`src/rtl/stk_pc_pkg.sv`:
```
package stk_pc_pkg;
  typedef enum logic [3:0] {
    IC_HALT  = 4'h0,
    IC_NOP   = 4'h1,
    IC_CMOV  = 4'h2,
    IC_IRMOV = 4'h3,
    IC_STORE = 4'h4,
    IC_LOAD  = 4'h5,
    IC_ALU   = 4'h6,
    IC_JUMP  = 4'h7,
    IC_CALL  = 4'h8,
    IC_RET   = 4'h9,
    IC_PUSH  = 4'hA,
    IC_POP   = 4'hB
  } icode_e;

  typedef enum logic [2:0] {
    ST_AOK = 3'd1,
    ST_HLT = 3'd2,
    ST_ADR = 3'd3,
    ST_INS = 3'd4
  } stat_e;
endpackage

```
`src/rtl/stk_pc_next.sv`:
```
module stk_pc_next
  import stk_pc_pkg::*;
#(
  parameter int W = 64
) (
  input  logic [3:0]   icode_i,
  input  logic         cond_i,
  input  logic [W-1:0] valc_i,
  input  logic [W-1:0] valp_i,
  input  logic [W-1:0] rdata_i,
  output logic [W-1:0] next_pc_o
);
  always_comb begin
    case (icode_i)
      IC_JUMP: next_pc_o = cond_i ? valc_i : valp_i;
      IC_CALL: next_pc_o = valc_i;
      IC_RET:  next_pc_o = rdata_i;
      default: next_pc_o = valp_i;
    endcase
  end
endmodule

```
`src/rtl/stk_pc_mem.sv`:
```
module stk_pc_mem
  import stk_pc_pkg::*;
#(
  parameter int W         = 64,
  parameter int MEM_BYTES = 4096
) (
  input  logic [3:0]   icode_i,
  input  logic [W-1:0] sp_i,
  input  logic [W-1:0] base_i,
  input  logic [W-1:0] valc_i,
  input  logic [W-1:0] valp_i,
  input  logic [W-1:0] srca_i,
  output logic [W-1:0] addr_o,
  output logic [W-1:0] wdata_o,
  output logic         rd_o,
  output logic         wr_o,
  output logic [W-1:0] new_sp_o,
  output logic         sp_chg_o,
  output logic         bad_o
);
  localparam int          STEP      = 8;
  localparam logic [W-1:0] STEP_W   = W'(STEP);
  localparam logic [W-1:0] LAST_OK  = W'(MEM_BYTES - STEP);

  logic [W-1:0] sp_dn, sp_up;
  assign sp_dn = sp_i - STEP_W;
  assign sp_up = sp_i + STEP_W;

  always_comb begin
    addr_o   = '0;
    wdata_o  = '0;
    rd_o     = 1'b0;
    wr_o     = 1'b0;
    new_sp_o = sp_i;
    sp_chg_o = 1'b0;
    case (icode_i)
      IC_STORE: begin
        addr_o  = base_i + valc_i;
        wdata_o = srca_i;
        wr_o    = 1'b1;
      end
      IC_LOAD: begin
        addr_o = base_i + valc_i;
        rd_o   = 1'b1;
      end
      IC_PUSH, IC_CALL: begin
        addr_o   = sp_dn;
        wdata_o  = (icode_i == IC_CALL) ? valp_i : srca_i;
        wr_o     = 1'b1;
        new_sp_o = sp_dn;
        sp_chg_o = 1'b1;
      end
      IC_POP, IC_RET: begin
        addr_o   = sp_i;
        rd_o     = 1'b1;
        new_sp_o = sp_up;
        sp_chg_o = 1'b1;
      end
      default: ;
    endcase
  end

  // unsigned compare also catches wrap below zero
  assign bad_o = (rd_o | wr_o) & (addr_o > LAST_OK);
endmodule

```
`src/rtl/stk_pc_stat.sv`:
```
module stk_pc_stat
  import stk_pc_pkg::*;
(
  input  logic [3:0] icode_i,
  input  logic       instr_err_i,
  input  logic       imem_err_i,
  input  logic       dmem_bad_i,
  output logic [2:0] stat_o,
  output logic       ok_o
);
  logic valid;
  assign valid = (icode_i <= IC_POP) & ~instr_err_i;

  always_comb begin
    if (imem_err_i | dmem_bad_i)  stat_o = ST_ADR;
    else if (!valid)              stat_o = ST_INS;
    else if (icode_i == IC_HALT)  stat_o = ST_HLT;
    else                          stat_o = ST_AOK;
  end

  assign ok_o = (stat_o == ST_AOK);
endmodule

```
`src/rtl/stk_pc_ctrl.sv`:
```
module stk_pc_ctrl
  import stk_pc_pkg::*;
#(
  parameter int W         = 64,
  parameter int MEM_BYTES = 4096
) (
  input  logic [3:0]   icode_i,
  input  logic         cond_i,
  input  logic [W-1:0] valc_i,
  input  logic [W-1:0] valp_i,
  input  logic [W-1:0] sp_i,
  input  logic [W-1:0] base_i,
  input  logic [W-1:0] srca_i,
  input  logic [W-1:0] rdata_i,
  input  logic         instr_err_i,
  input  logic         imem_err_i,
  output logic [W-1:0] next_pc_o,
  output logic         pc_we_o,
  output logic [W-1:0] new_sp_o,
  output logic         sp_we_o,
  output logic [W-1:0] mem_addr_o,
  output logic [W-1:0] mem_wdata_o,
  output logic         mem_rd_o,
  output logic         mem_wr_o,
  output logic [2:0]   stat_o
);
  logic rd_req, wr_req, sp_chg, dmem_bad, ok;

  stk_pc_next #(.W(W)) u_next (
    .icode_i  (icode_i),
    .cond_i   (cond_i),
    .valc_i   (valc_i),
    .valp_i   (valp_i),
    .rdata_i  (rdata_i),
    .next_pc_o(next_pc_o)
  );

  stk_pc_mem #(.W(W), .MEM_BYTES(MEM_BYTES)) u_mem (
    .icode_i (icode_i),
    .sp_i    (sp_i),
    .base_i  (base_i),
    .valc_i  (valc_i),
    .valp_i  (valp_i),
    .srca_i  (srca_i),
    .addr_o  (mem_addr_o),
    .wdata_o (mem_wdata_o),
    .rd_o    (rd_req),
    .wr_o    (wr_req),
    .new_sp_o(new_sp_o),
    .sp_chg_o(sp_chg),
    .bad_o   (dmem_bad)
  );

  stk_pc_stat u_stat (
    .icode_i    (icode_i),
    .instr_err_i(instr_err_i),
    .imem_err_i (imem_err_i),
    .dmem_bad_i (dmem_bad),
    .stat_o     (stat_o),
    .ok_o       (ok)
  );

  assign pc_we_o  = ok;
  assign sp_we_o  = ok & sp_chg;
  assign mem_rd_o = ok & rd_req;
  assign mem_wr_o = ok & wr_req;
endmodule

```
`config.mk`:
```
export PLATFORM = sky130hd
export DESIGN_NAME = stk_pc_ctrl
export DESIGN_NICKNAME = d
export VERILOG_FILES = /design/src/rtl/stk_pc_pkg.sv /design/src/rtl/stk_pc_next.sv /design/src/rtl/stk_pc_mem.sv /design/src/rtl/stk_pc_stat.sv /design/src/rtl/stk_pc_ctrl.sv
export SDC_FILE = /design/constraint.sdc
export NUM_CORES = 1
export LEC_CHECK = 0
export BUFFER_PORTS_ARGS = -buffer_cell sky130_fd_sc_hd__buf_2
export CORE_AREA = 2 2 255 257
export DETAILED_ROUTE_END_ITERATION = 10
export DIE_AREA = 0 0 257 259
export GPL_ROUTABILITY_DRIVEN = 0
export SKIP_LAST_GASP = 1
export SLEW_MARGIN = 30
export SYNTH_ARGS = -nofsm -noshare
export SYNTH_HDL_FRONTEND = slang
export SYNTH_SLANG_ARGS = --single-unit
```
`constraint.sdc`:
```
create_clock -name vclk -period 6.1
set_input_delay 0.915 -clock vclk [all_inputs]
set_output_delay 0.915 -clock vclk [all_outputs]
set_load 0.005 [all_outputs]
```
======== After elaboration in Yosys (flattened, before gate mapping) ========
Cells that the tools add are included.
storage, ports and cells
  bits in registers ....................... 0
  output and inout bits ................... 263
  logic and storage cells ................. 40
  bits of input ports ..................... 391
operators by class
  add/sub/neg operators ................... 3
  $lt $le $gt $ge ......................... 2
  mux-type cells .......................... 12
  equality and inequality tests ........... 8
  reductions and logical operators ........ 7
  bitwise gates (word level) .............. 8
operators by type and width
  operator                                                                            number
  64-bit case mux with 3 select lines                                                 2
  64-bit case mux with 2 select lines                                                 2
  64-bit two-way mux                                                                  2
  64-bit by 4-bit adder with 64-bit output (second input constant)                    1
  64-bit adder                                                                        1
  64-bit by 12-bit greater-than comparator with 1-bit output (second input constant)  1
  64-bit by 4-bit subtractor with 64-bit output (second input constant)               1
  4-bit == test (second input constant)                                               4
  4-bit by 3-bit == test with 1-bit output (second input constant)                    3
  3-bit two-way mux                                                                   2
  2-bit OR reduction                                                                  3
  3-bit OR reduction                                                                  2
  1-bit bitwise AND                                                                   5
  4-bit <= comparator (second input constant)                                         1
  4-bit zero test                                                                     1
  4-bit OR reduction                                                                  1
  3-bit by 1-bit == test with 1-bit output (second input constant)                    1
  1-bit two-way mux                                                                   3
  2-bit two-way mux                                                                   1
  1-bit bitwise OR                                                                    2
  1-bit inverter                                                                      1

======== Longest topological paths before layout ========
  depth in word-level cells ............... 9
  gate-level depth with buffers ........... 15
  gate-level depth less buffers ........... 14

======== Hierarchy ========
Synthesis repeated with hierarchy kept, for this count alone.
unflattened totals
  cells, all modules ...................... 1,788
  area, all modules ....................... 11,423.5 um2
modules (own cells, without submodules)
  module       cells each  area each (um2)  sequential area each (um2)  times used
  stk_pc_mem   1,468       9,017.4          0.0                         1
  stk_pc_next  310         2,341.0          0.0                         1
  stk_pc_stat  7           46.3             0.0                         1
  stk_pc_ctrl  3           18.8             0.0                         1

======== Least setup slack after synthesis ========
Ideal clock, no wire load.
  kind .................................... input-to-output
  from .................................... input sp_i[9]
  to ...................................... output mem_wr_o
  buffers on the path ..................... 1
  arrival ................................. 5.031 ns
  path slack .............................. 0.154 ns
  stages .................................. 13
  required time ........................... 5.185 ns
  cell sequence ........................... buf_2 > nor4_4 > nand4_1 > or4_1 > nor2_1 > nor4bb_1 > xor2_1 > a211o_1 > or4b_2 > nor4_1 > nand4b_1 > or4_4 > nor4b_1
on the way
  word-level cells in the longest chain between the ends .. 8
RTL lines
  item                                                        line               RTL
  from (decl)                                                 stk_pc_ctrl.sv:11  input logic [W-1:0] sp_i,
  64-bit by 4-bit subtractor with 64-bit output               stk_pc_mem.sv:26   assign sp_dn = sp_i - STEP_W;
  64-bit case mux with 3 select lines                         stk_pc_mem.sv:36   case (icode_i)
  via mem_addr_o[43]                                          stk_pc_ctrl.sv:21  output logic [W-1:0] mem_addr_o,
  64-bit by 12-bit greater-than comparator with 1-bit output  stk_pc_mem.sv:64   assign bad_o = (rd_o | wr_o) & (addr_o > LAST_OK);
  1-bit bitwise AND                                           stk_pc_mem.sv:64
  1-bit bitwise OR                                            stk_pc_stat.sv:15  if (imem_err_i | dmem_bad_i) stat_o = ST_ADR;
  3-bit two-way mux                                           stk_pc_stat.sv:15
  3-bit by 1-bit == test with 1-bit output                    stk_pc_stat.sv:21  assign ok_o = (stat_o == ST_AOK);
  1-bit bitwise AND                                           stk_pc_ctrl.sv:66  assign mem_wr_o = ok & wr_req;
  to (decl)                                                   stk_pc_ctrl.sv:24  output logic mem_wr_o,
The timed path passes the listed nets, and every way through them passes these cells.

======== Final worst setup path ========
  from .................................... input valc_i[3]
  to ...................................... output mem_rd_o
on the way
  word-level cells in the longest chain between the ends .. 8
RTL lines
  item                                                        line                                RTL
  from (decl)                                                 stk_pc_ctrl.sv:9                    input logic [W-1:0] valc_i,
  64-bit adder                                                stk_pc_mem.sv:38, stk_pc_mem.sv:43
  64-bit case mux with 3 select lines                         stk_pc_mem.sv:36
  64-bit by 12-bit greater-than comparator with 1-bit output  stk_pc_mem.sv:64
  1-bit bitwise AND                                           stk_pc_mem.sv:64
  1-bit bitwise OR                                            stk_pc_stat.sv:15
  3-bit two-way mux                                           stk_pc_stat.sv:15
  3-bit by 1-bit == test with 1-bit output                    stk_pc_stat.sv:21
  1-bit bitwise AND                                           stk_pc_ctrl.sv:65                   assign mem_rd_o = ok & rd_req;
  to (decl)                                                   stk_pc_ctrl.sv:23                   output logic mem_rd_o,
No other way between the ends.

==> impl_metrics.ini <==
[route]
post_drt_wl_per_cell_um = 24.6
drt_iter0_markers = 1819
via_count = 16600
wl_um = 80800
routed_via_density = 5.06
post-route-drc-count = 5
ant_nets = 0
first_pass_iters = 11

[timing]
worstMarginPinSlew_ns = 0.797
hold_ws_ns = 2.02
fmax_ghz = 0.164
fin_crit_sh_pct = 100
rsz0062_at_grt = yes
finalMaxSlewViolations = 0
finalCriticalPeriod_ns = 6.11
final.setup.worst_slack_ns = -0.00881
finalSetupViolCount = 1
hold_viol_final = 0
max_slew_margin_pct = 46.9

[floorplanning]
io_pins = 654
dieWidth_um = 257
die_area_um2 = 66600
initial_core_util_pct = 15.9
rows = 93
die_h_um = 259
core_area_um2 = 63900

[status]
violations = DRC, setup timing
status = complete, but fails checks

[place]
numPortBuffers = 654
hpwl_um = 71200
placed_cell_area_um2 = 16200

[global_route]
grt_max_degree = 65
grt_pass1_wl_um = 111000
grt.busiest_layer = met2
antenna_found_initial = 45
grt_overflow = 0
met1_usage_pct = 28.7
first_global_vias = 15600
met3_usage_pct = 5.42
grt_util_met2_pct = 38.3
grt.total_usage_pct = 22.5

[min_path]
min_path_type = input pin to output pin

[layout]
design_area_um2 = 17200
fill_cells = 7133
final_nets = 2875
final_cell_mix = buf_2 (651), buf_4 (320), nor2_1 (140), nand2_1 (136), a21oi_1 (94)
syn_to_final_growth_pct = 69.6
seq_cell_count = 0
final_common_cell = buf_2
layout-drive-gt1-share_pct = 46.6
nClkBuffers = 0
area.sequential_um2 = 0

[power]
p_leak_nw = 8.18
p_per_area_nw_per_um2 = 83.6
ir_worst_vdd_v = 0.0000298
totalPowerFinal_mw = 1.44

[logic_synthesis]
avgSynthCellArea_um2 = 6.45
syn_inst = 1574
ys_types = 94
ys_seq_area_share_pct = 0
ys_warn_count = 0
syn_area_um2 = 10100
synthesis.nets = 2031

[setup_path]
cp-start-kind = input pin
critical_path_arrival_ns = 5.19
cp-endpoint = mem_rd_o
critical-path-top-delay-family = simple AND/OR/NAND/NOR gates
endpoint_kind = output pin
crit_start = valc_i[3]
cp_slowest_stage_delay_ns = 0.51
critical_path_cell_count = 16
worstSetupPathType = input pin to output pin
cp_slowest_cell = or4b_1
worstPathRequired_ns = 5.18
worstPathCellList = buf_8, ha_4, and2_4, a221oi_4, buf_4, a2111o_1, a311oi_2, or3_1, a21o_1, xnor2_2, o2111ai_1, or4b_1, or4b_4, or4_4, nor4_4, buf_2
cp_num_buf_inv = 3
crit_fanout = 5

[clock_network]
cts_hold_buf = 0

[run]
cap_violations = 0
==> synth_stat cells (all sizes together) (3+ instances only) <==
| cell type | number | area (µm²) |
|---|---|---|
| xor2 | 80 | 701 |
| a22o | 69 | 604 |
| and3 | 20 | 125 |
| clkbuf | 98 | 369 |
| o2111ai | 3 | 26.3 |
| or4 | 15 | 116 |
| o41ai | 4 | 35.0 |
| nor3b | 5 | 37.5 |
| o21bai | 12 | 90.1 |
| or4b | 4 | 40.0 |
| a21o | 29 | 218 |
| nor4 | 34 | 303 |
| o211ai | 6 | 45.0 |
| nand4 | 58 | 369 |
| nand2b | 19 | 119 |
| a21oi | 112 | 579 |
| nor2 | 145 | 552 |
| nand4b | 8 | 70.1 |
| o31ai | 8 | 65.1 |
| o21ai | 90 | 450 |
| a211oi | 8 | 70.1 |
| inv | 87 | 327 |
| a31o | 5 | 43.8 |
| a31oi | 23 | 144 |
| nand3 | 41 | 223 |
| a222oi | 64 | 641 |
| buf | 38 | 201 |
| nor2b | 7 | 43.8 |
| nor3 | 42 | 215 |
| xnor2 | 77 | 682 |
| or3 | 19 | 124 |
| a41oi | 3 | 26.3 |
| nor4b | 5 | 43.8 |
| a21boi | 8 | 60.1 |
| a221oi | 6 | 76.3 |
| nand2 | 139 | 527 |
| o21a | 19 | 143 |
| and2 | 15 | 96.3 |
| a221o | 5 | 50.1 |
| or2 | 4 | 25.0 |
| ha | 65 | 813 |
| and4 | 6 | 52.6 |
| o22ai | 24 | 150 |
| mux2i | 13 | 130 |
==> routing by layer <==
metal / vias up / share of wire, %
li1: 7682 / -
met1: 7855 / 42
met2: 936 / 46
met3: 149 / 8.8
met4: 16 / 2.7
met5: - / 0.12
==> cell type report <==
cell class	instances	area (µm²)	share of cell area [%]
Inverter	87	327	1.90
Multi-Input combinational cell	1351	10000	58.1
Tap cell	855	1070	6.22
Timing Repair Buffer	978	5760	33.5
Antenna cell	19	47.5	0.276
==> how the worst min path moves through the flow <==
| stage | slack [ns] | start | cells after the start | endpoint |
|---|---|---|---|---|
| floorplan | 1.89 | sp_i[11] | 1 | new_sp_o[11] |
| global placement | 2.01 | sp_i[1] | 2 | new_sp_o[1] |
| detailed placement | 2.02 | sp_i[1] | 2 | new_sp_o[1] |
| CTS | 2.02 | sp_i[1] | 2 | new_sp_o[1] |
| global route | 2.02 | sp_i[2] | 2 | new_sp_o[2] |
| finish | 2.02 | sp_i[1] | 2 | new_sp_o[1] |
==> through the flow <==
step | setup slack (ns) | setup TNS, ns | instances | util, %
after floorplan | 0.154 | 0 | 1574 | -
after global placement | -0.446 | -2.30 | 3235 | 25.3
after detailed placement | -0.479 | -2.31 | 3235 | 25.3
after CTS | 0.0000457 | 0 | 3262 | 26.1
after global routing | -0.190 | -0.911 | 3286 | 26.9
final | -0.00881 | -0.00881 | 3290 | 26.9
==> power by group <==
part / total, mW / switching, mW / internal (mW)
Sequential: 0 / 0 / 0
Clock: 0.000000420 / 0 / 0.000000420
Combinational: 1.44 / 0.802 / 0.636
==> logic make-up after synthesis <==
family / synth area share, %
adders and majority gates: 8.21
buffers and inverters: 8.84
and+or+nand+nor: 30.6
muxes: 1.50
AOI/OAI and AO/OA: 37.2
xor gates and xnor gates: 13.6
==> timing repair <==
| action | CTS | global route |
|---|---|---|
| pin swaps | 29 | 38 |
| setup buffers | 27 | 9 |
| endpoints found under the setup margin | 7 | 8 |
| resized for setup | 62 | 81 |
Power figures use the tool's default switching activity.
